[config.mk]
export PLATFORM = sky130hd
export DESIGN_NAME = wdt_keyed
export DESIGN_NICKNAME = d
export VERILOG_FILES = /design/src/rtl/wdt_pkg.sv /design/src/rtl/wdt_prescale.sv /design/src/rtl/wdt_keyseq.sv /design/src/rtl/wdt_timer.sv /design/src/rtl/wdt_keyed.sv
export SDC_FILE = /design/constraint.sdc
export NUM_CORES = 1
export LEC_CHECK = 0
export CAP_MARGIN = 25
export CORE_UTILIZATION = 35
export DETAILED_ROUTE_END_ITERATION = 12
export REMOVE_ABC_BUFFERS = 1
export SLEW_MARGIN = 0
export SYNTH_ARGS = -nofsm -noshare
export SYNTH_HDL_FRONTEND = slang
export SYNTH_SLANG_ARGS = --single-unit
[constraint.sdc]
create_clock -name clk -period 3 [get_ports clk]
set_clock_uncertainty 0.1 [all_clocks]
set_input_delay 0.3 -clock clk [delete_from_list [all_inputs] [get_ports clk]]
set_output_delay 0.3 -clock clk [all_outputs]
set_load 0.05 [all_outputs]
[src/rtl/wdt_pkg.sv]
package wdt_pkg;
    typedef enum logic [0:0] {
        KEY_IDLE  = 1'b0,
        KEY_ARMED = 1'b1
    } key_state_e;

    localparam logic [7:0] KEY_FIRST    = 8'h1E;
    localparam logic [7:0] KEY_SECOND   = 8'hE1;
    localparam int         PULSE_CYCLES = 16;
    localparam int         PULSE_W      = $clog2(PULSE_CYCLES + 1);
    localparam int         FLAG_BIT     = 7;
endpackage

[src/rtl/wdt_prescale.sv]
module wdt_prescale #(
    parameter int PRESCALE = 12
) (
    input  logic clk,
    input  logic por_n,
    input  logic clr,
    input  logic run,
    output logic tick
);
    localparam int PW = (PRESCALE > 1) ? $clog2(PRESCALE) : 1;
    localparam logic [PW-1:0] DIV_LAST = PW'(PRESCALE - 1);

    logic [PW-1:0] div_d, div_q;

    always_comb begin
        div_d = div_q;
        if (clr || !run)
            div_d = '0;
        else if (div_q == DIV_LAST)
            div_d = '0;
        else
            div_d = div_q + 1'b1;
    end

    always_ff @(posedge clk or negedge por_n) begin
        if (!por_n) div_q <= '0;
        else        div_q <= div_d;
    end

    assign tick = run && (div_q == DIV_LAST);
endmodule

[src/rtl/wdt_keyseq.sv]
module wdt_keyseq
    import wdt_pkg::*;
(
    input  logic       clk,
    input  logic       por_n,
    input  logic       sys_clr,
    input  logic       key_wr,
    input  logic [7:0] key_data,
    output logic       kick
);
    key_state_e st_d, st_q;

    always_comb begin
        st_d = st_q;
        kick = 1'b0;
        if (sys_clr) begin
            st_d = KEY_IDLE;
        end else if (key_wr) begin
            case (st_q)
                KEY_IDLE:  if (key_data == KEY_FIRST) st_d = KEY_ARMED;
                KEY_ARMED: begin
                    st_d = KEY_IDLE;
                    kick = (key_data == KEY_SECOND);
                end
                default:   st_d = KEY_IDLE;
            endcase
        end
    end

    always_ff @(posedge clk or negedge por_n) begin
        if (!por_n) st_q <= KEY_IDLE;
        else        st_q <= st_d;
    end

    AST_KICK_IS_WRITE: assert property (@(posedge clk) disable iff (!por_n)
        kick |-> key_wr) else $error("kick without write");
endmodule

[src/rtl/wdt_timer.sv]
module wdt_timer #(
    parameter int BASE_EXP = 14,
    parameter int SEL_W    = 3,
    parameter int PRESCALE = 12
) (
    input  logic             clk,
    input  logic             por_n,
    input  logic             sys_clr,
    input  logic             run,
    input  logic             kick,
    input  logic [SEL_W-1:0] sel,
    output logic             expire
);
    localparam int NSEL = 1 << SEL_W;
    localparam int CW   = BASE_EXP + NSEL;

    logic          tick;
    logic [CW-1:0] cnt_d, cnt_q;
    logic [CW-1:0] last_tab [NSEL];
    logic          at_last;

    wdt_prescale #(.PRESCALE(PRESCALE)) u_pre (
        .clk  (clk),
        .por_n(por_n),
        .clr  (kick || sys_clr),
        .run  (run),
        .tick (tick)
    );

    for (genvar g = 0; g < NSEL; g++) begin : g_last
        assign last_tab[g] = (CW'(1) << (BASE_EXP + g)) - CW'(1);
    end

    assign at_last = (cnt_q == last_tab[sel]);

    always_comb begin
        cnt_d  = cnt_q;
        expire = 1'b0;
        if (!run || sys_clr || kick) begin
            cnt_d = '0;
        end else if (tick) begin
            if (at_last) begin
                cnt_d  = '0;
                expire = 1'b1;
            end else begin
                cnt_d = cnt_q + 1'b1;
            end
        end
    end

    always_ff @(posedge clk or negedge por_n) begin
        if (!por_n) cnt_q <= '0;
        else        cnt_q <= cnt_d;
    end

    AST_KICK_DEFERS: assert property (@(posedge clk) disable iff (!por_n)
        (kick && run) |=> !expire) else $error("expire right after kick");
endmodule

[src/rtl/wdt_keyed.sv]
module wdt_keyed
    import wdt_pkg::*;
#(
    parameter int BASE_EXP  = 14,
    parameter int SEL_W     = 3,
    parameter int PRESCALE  = 12,
    parameter int ADDR_W    = 2,
    parameter int CTRL_ADDR = 0,
    parameter int KICK_ADDR = 1
) (
    input  logic              clk,
    input  logic              por_n,
    input  logic              sys_rst,
    input  logic              wr_en,
    input  logic [ADDR_W-1:0] wr_addr,
    input  logic [7:0]        wr_data,
    output logic              wdt_rst,
    output logic              ovf_flag,
    output logic              wdt_run
);
    typedef struct packed {
        logic               en;
        logic [SEL_W-1:0]   sel;
        logic               ovf;
        logic [PULSE_W-1:0] pulse;
    } wdt_state_t;

    wdt_state_t st_d, st_q;
    logic       busy, ctrl_wr, key_wr, kick, expire;

    assign busy    = (st_q.pulse != '0);
    assign ctrl_wr = wr_en && !busy && (wr_addr == ADDR_W'(CTRL_ADDR));
    assign key_wr  = wr_en && !busy && (wr_addr == ADDR_W'(KICK_ADDR));

    wdt_keyseq u_key (
        .clk     (clk),
        .por_n   (por_n),
        .sys_clr (sys_rst),
        .key_wr  (key_wr),
        .key_data(wr_data),
        .kick    (kick)
    );

    wdt_timer #(
        .BASE_EXP(BASE_EXP),
        .SEL_W   (SEL_W),
        .PRESCALE(PRESCALE)
    ) u_tmr (
        .clk    (clk),
        .por_n  (por_n),
        .sys_clr(sys_rst),
        .run    (st_q.en),
        .kick   (kick),
        .sel    (st_q.sel),
        .expire (expire)
    );

    always_comb begin
        st_d = st_q;
        if (busy) st_d.pulse = st_q.pulse - 1'b1;
        if (sys_rst) begin
            st_d.en    = 1'b0;
            st_d.sel   = '0;
            st_d.pulse = '0;
        end else if (expire) begin
            st_d.en    = 1'b0;
            st_d.sel   = '0;
            st_d.ovf   = 1'b1;
            st_d.pulse = PULSE_W'(PULSE_CYCLES);
        end else if (ctrl_wr) begin
            st_d.en  = wr_data[0];
            st_d.sel = wr_data[SEL_W:1];
            if (!wr_data[FLAG_BIT]) st_d.ovf = 1'b0;
        end
    end

    always_ff @(posedge clk or negedge por_n) begin
        if (!por_n) st_q <= '0;
        else        st_q <= st_d;
    end

    assign wdt_rst  = busy;
    assign ovf_flag = st_q.ovf;
    assign wdt_run  = st_q.en;

    // checker: length of the current reset pulse
    logic [PULSE_W:0] hi_len_q;
    always_ff @(posedge clk or negedge por_n) begin
        if (!por_n)       hi_len_q <= '0;
        else if (wdt_rst) hi_len_q <= hi_len_q + 1'b1;
        else              hi_len_q <= '0;
    end

    AST_PULSE_LEN: assert property (@(posedge clk) disable iff (!por_n)
        ($fell(wdt_rst) && !$past(sys_rst)) |-> (hi_len_q == (PULSE_W+1)'(PULSE_CYCLES)))
        else $error("pulse length wrong");
    AST_PULSE_MAX: assert property (@(posedge clk) disable iff (!por_n)
        hi_len_q <= (PULSE_W+1)'(PULSE_CYCLES)) else $error("pulse too long");
    AST_FLAG_IN_PULSE: assert property (@(posedge clk) disable iff (!por_n)
        wdt_rst |-> ovf_flag) else $error("flag low during pulse");
    AST_ONLY_WHEN_RUN: assert property (@(posedge clk) disable iff (!por_n)
        $rose(wdt_rst) |-> $past(wdt_run)) else $error("timeout while disabled");
    AST_OFF_AT_TIMEOUT: assert property (@(posedge clk) disable iff (!por_n)
        wdt_rst |-> !wdt_run) else $error("still enabled in pulse");
endmodule

==> metrics, run 1 <==
status finished clean; TritonCTS clock tree done; xor and xnor area share after synthesis 3.09%; top cells by count, synth dfrtp_1, nand2_1, a21oi_1; Row Count 28; CP startpoint kind flip-flop; Yosys reg bits 37; CTS H-tree depth 2; Power Total 1.31 mW; Crit. End Element flip-flop; crit path max-delay cell type nor4_2; Resize count post-CTS 0; R2R Path Start u_tmr.cnt_q[0]$_DFFE_PN0P_; synth warn 0; CTS Buf Count 5; ant diodes 0; post-route ant nets 0; cell area after layout 2610 sq um; final hold slack 15.4 ps; post-DR wirelength/cell 15.3 microns; worst r2r dst st_q[4]$_DFFE_PN0P_; crit path max fanout 10; Worst Setup EP st_q[4]$_DFFE_PN0P_; critical path buffer and inverter count 0; mux share of post-synthesis cell area 2.65%; count of cell types in the netlist 59; CTS sink count 37; CP Class flip-flop to flip-flop; fin crit period 2760 ps; crit share post-route 92.0%; DP HPWL 3770 microns; Seq/Total Area, Yosys 40.9%; largest net degree at the start of global routing 38; met3 Usage GRT 3.96%; Finish-stage setup viols 0; Total GRT Usage 17.7%; Pleak 0.992 nW; area delta synth->final 15.3%; die area 6800 sq um; CTS root buffer clkbuf_8; via count 1963; layout cells sized above 1 10.9%; non-filler cells, final 341; met1 Usage GRT 24.1%; R2R setup slack 240 ps; CP top delay family simple AND/OR/NAND/NOR gates; number of flops mapped to enable cells by yosys 0; post-synthesis compound-gate area fraction 19.2%; clk_lat worst skew 290 ps; worst min-delay path class input port to asynchronous set/reset pin; Final GP Congestion 0.834; maxcap violations 0; gr busiest metal met2; most frequent cell after synthesis dfrtp_1; Hold-fix buffers, CTS 0; slew at the pin with the worst max-slew slack 992 ps; DRC 0; Die X 82.4 microns; Slew Limit Fails 0; cell count along the critical path 6; total global routing overflow 0; Clock transition at path regs 70 ps; Slew headroom 33.3%; leading post-synthesis cells by cell area dfrtp_1, a21oi_1, nand2_1, nor3_1, mux2i_1; post-synthesis simple-gate area fraction 27.7%; crit-path cells ha_1 > nand3_1 > nor2_1 > o2111ai_1 > nor4_2 > o31a_1; Worst EP arrival 2880 ps; Synth area leader dfrtp_1; core box area 6100 sq um; initial antenna violation count 0; Fin. Hold Viols 0; Filler cells 620; DP Area 2520 sq um; Achievable Freq 0.362 GHz; DR pass1 iterations 4; first-pass GRT wire length 9110 microns; Post-Syn Instances 246; Top Ports 17; largest family of logic cells by synthesized area simple AND/OR/NAND/NOR gates; worst reg-to-reg path cell count 6; Starting Density 37.2%; setup tns final 0 ps; PwrDens 502 nW/um^2; top_reg_cell synth dfrtp_1; vias in the first global route 1910; initial DRC count 133; vias per cell 5.76; syn_area_per_cell 9.21 sq um; routed wire length 5220 microns; slowest stage delay, CP 810 ps; dpl cells 334; asr flop ratio synth 100%; clk buf depth 2; CP required 3120 ps; postcts setup bufs 0; peak supply drop 0.259 mV; I/O Buffers 16; cell area after synthesis 2260 sq um; layout net count 284; Setup crit start u_tmr.cnt_q[0]$_DFFE_PN0P_; Synth top area share 40.9%; adder-cell share of the synthesized area 2.21%; RSZ-0062 raised after global routing no; met2 GRT Util 27.7%; Die Height 82.4 microns
## power breakdown
group | switching (mW) | internal (mW)
Sequential | 0.0425 | 0.534
Clock | 0.167 | 0.182
Combinational | 0.213 | 0.173
Total | 0.423 | 0.889
## layout by cell type (no fill, tap or decap), types with 6 or more instances in the layout
| cell type | instances |
|---|---|
| clkdlybuf4s50_1 | 15 |
| a21oi_1 | 16 |
| dfrtp_1 | 37 |
| clkbuf_8 | 6 |
| nor3_1 | 14 |
| buf_4 | 8 |
| xnor2_1 | 6 |
| nand2_1 | 19 |
| nand4_1 | 6 |
| nor2_1 | 9 |
| o21ai_0 | 12 |
| o31ai_1 | 8 |
| mux2i_1 | 6 |
| or3_1 | 6 |
| inv_1 | 12 |
| nand3_1 | 10 |
| or4_1 | 6 |
## state kept, by name (all words and copies together), names as in the netlist
signal             flops
u_tmr.u_pre.div_q      4
u_tmr.cnt_q           22
ovf_flag               1
u_key.st_q             1
st_q                   8
wdt_run                1
## layout make-up
| class | count | area (sq um) | area share (%) |
|---|---|---|---|
| Multi-Input combinational cell | 185 | 1240 | 47.5 |
| Sequential cell | 37 | 926 | 35.5 |
| Timing Repair Buffer | 24 | 215 | 8.24 |
| Tap cell | 75 | 93.8 | 3.59 |
| Clock buffer | 7 | 86.3 | 3.31 |
| Inverter | 13 | 48.8 | 1.87 |
## stage by stage
| step | util, % | setup slack, ps |
|---|---|---|
| floorplan | - | 357 |
| global placement | 41.4 | 185 |
| detailed placement | 41.4 | 172 |
| CTS | 42.8 | 217 |
| global route | 42.8 | 21.8 |
| finish | 42.8 | 239 |
## cells by family after synthesis
logic type	after synthesis
AO/OA/AOI/OAI	63
XOR/XNOR	8
adder cells (fa/ha/maj)	4
buffers and inverters	24
flip-flops	37
multiplexers	6
AND/OR/NAND/NOR	104
## worst min path at each step
stage                     slack (ps)  cells past startpoint                         end
after floorplan                 -100                      0        ovf_flag$_DFFE_PN0P_
after global placement           360                      1         st_q[1]$_DFFE_PN0P_
after detailed placement         350                      1         st_q[1]$_DFFE_PN0P_
after CTS                         40                      1  u_tmr.cnt_q[7]$_DFFE_PN0P_
after global routing              60                      1         st_q[0]$_DFFE_PN0P_
final                             20                      1         st_q[1]$_DFFE_PN0P_
## routing by layer
layer	up-vias	routed length [microns]
li1	964	-
met1	962	2510
met2	31	2460
met3	6	172
met4	0	78
met5	-	0
## worst register-to-register path, stage by stage, from the launching register on
cell and delay [ps]:
dfrtp_1 430, ha_1 210, nand3_1 260, nor2_1 340, o2111ai_1 300, nor4_2 810
o31a_1 240
(Power assumes the default switching activity.)
==> inputs of run 2 (changes only) <==
CORE_MARGIN = 2   (was not set)
CTS_CLUSTER_DIAMETER = 80   (was not set)
PLACE_DENSITY_LB_ADDON = 0.15   (was not set)
==> run 2 against run 1 <==
  * Power rose by 12%
  * First-iteration DRC count fell by 22%
  * Fmax rose by 1.1%
  * Critical path depth rose by 3
  * Count of clock-buffer cells in the layout fell by 2
  * Largest cell class unchanged
==> metrics, run 2 (same netlist as run 1, synthesis figures left out) <==
critical path buffer and inverter count 3; most common cell after layout, fill and taps aside dfrtp_1; crit share post-route 91.0%; Setup crit start st_q[0]$_DFFE_PN0P_; DR pass1 iterations 4; Hold-fix buffers, CTS 0; worst slack at placement 195 ps; initial antenna violation count 0; ant diodes 0; post-DR wirelength/cell 15.5 microns; setup tns final 0 ps; CTS sink count 37; slowest stage delay, CP 420 ps; via count 1909; total global routing overflow 0; Fin. Hold Viols 0; postcts setup bufs 0; Finish-stage setup viols 0; layout net count 285; Largest Register u_tmr.cnt_q; clk buf depth 2; Starting Density 35.9%; maxcap violations 0; CP required 3120 ps; slew at the pin with the worst max-slew slack 1040 ps; max reg flops 22; area delta synth->final 17.8%; largest net degree at the start of global routing 38; RSZ-0062 raised after global routing no; CP Class flip-flop to flip-flop; DRC 0; Achievable Freq 0.366 GHz; first-pass GRT wire length 9540 microns; most frequent cells in the layout dfrtp_1, nand2_1, a21oi_1; worst min-delay path class input port to asynchronous set/reset pin; Reg area 926 sq um; CP startpoint kind flip-flop; crit-path cells inv_1 > ha_1 > nor4b_4 > inv_2 > nor4_4 > a21oi_2 > buf_4 > or3_1 > a21oi_1; TritonCTS clock tree done; I/O Buffers 16; Clock transition at path regs 80 ps; DP HPWL 3970 microns; Total GRT Usage 16.4%; post-route ant nets 0; CTS root buffer clkbuf_8; core box area 6310 sq um; Die Height 84.4 microns; non-filler cells, final 345; R2R Path Start st_q[0]$_DFFE_PN0P_; area occupied by multi-input gates 1240 sq um; layout cells sized above 1 11.9%; peak supply drop 0.279 mV; Final GP Congestion 0.806; Slew headroom 29.8%; CP top delay family simple AND/OR/NAND/NOR gates; CTS H-tree depth 2; clk_lat worst skew 300 ps; initial DRC count 104; Power Total 1.48 mW; status finished clean; Resize count post-CTS 0; Worst EP arrival 2850 ps; crit path max fanout 14; die area 7130 sq um; routed wire length 5350 microns; PwrDens 553 nW/um^2; Die X 84.4 microns; dpl cells 337; worst setup margin 269 ps; Slew Limit Fails 0; Row Count 29; Crit. End Element flip-flop; top flop regs u_tmr.cnt_q x22, st_q x8, u_tmr.u_pre.div_q x4; Top Ports 17; fin crit period 2730 ps; crit path max-delay cell type nor4_4; CTS Buf Count 5; Pleak 1.02 nW; vias per cell 5.53; vias in the first global route 1954; Filler cells 649
run 2: worst reg2reg max path: stages (launching register included):
cell and delay [ps]:
dfrtp_1 380, inv_1 110, ha_1 180, nor4b_4 300, inv_2 150, nor4_4 420
a21oi_2 250, buf_4 270, or3_1 340, a21oi_1 160
run 2: layout make-up:
cell class | instances | share of cell area [%]
clock buffer | 5 | 2.58
clock inverter | 3 | 2.44
inverter | 13 | 1.83
multi-input combinational | 185 | 46.5
sequential | 37 | 34.7
tap | 77 | 3.61
timing repair buffer | 25 | 8.35
run 2: path summary, 6_finish.rpt:
| kind | end | slack [ps] | depth (start not counted) |
|---|---|---|---|
| max | u_tmr.cnt_q[13]$_DFFE_PN0P_ | 270 | 9 |
| max reg2reg | u_tmr.cnt_q[13]$_DFFE_PN0P_ | 270 | 9 |
| max in group asynchronous | u_tmr.u_pre.div_q[2]$_DFF_PN0_ | 2230 | 1 |
| min | st_q[0]$_DFFE_PN0P_ | 20 | 1 |
| min reg2reg | u_tmr.u_pre.div_q[0]$_DFF_PN0_ | 380 | 1 |
| min in group clk | u_tmr.u_pre.div_q[0]$_DFF_PN0_ | 380 | 1 |
run 2: power by group:
group | total, mW | switching (mW) | internal [mW]
Combinational | 0.380 | 0.212 | 0.168
Clock | 0.517 | 0.187 | 0.330
Sequential | 0.579 | 0.0451 | 0.534
Total | 1.48 | 0.444 | 1.03
run 2: metal layers:
metal | vias to the layer above | GRT usage (%) | routed length [microns]
li1 | 972 | - | -
met1 | 920 | 23.4 | 2750
met2 | 11 | 25.7 | 2450
met3 | 6 | 3.05 | 79
met4 | 0 | 4.62 | 67
met5 | - | 0 | 0
run 2: metrics by stage:
step                hold slack (ps)  instance area, sq um  util, %
finish                         21.7                  2670     42.3
floorplan                     -95.6                  2220        -
CTS                            50.0                  2670     42.3
global route                   76.3                  2670     42.3
detailed placement              365                  2530     40.2
global placement                368                  2530     40.2
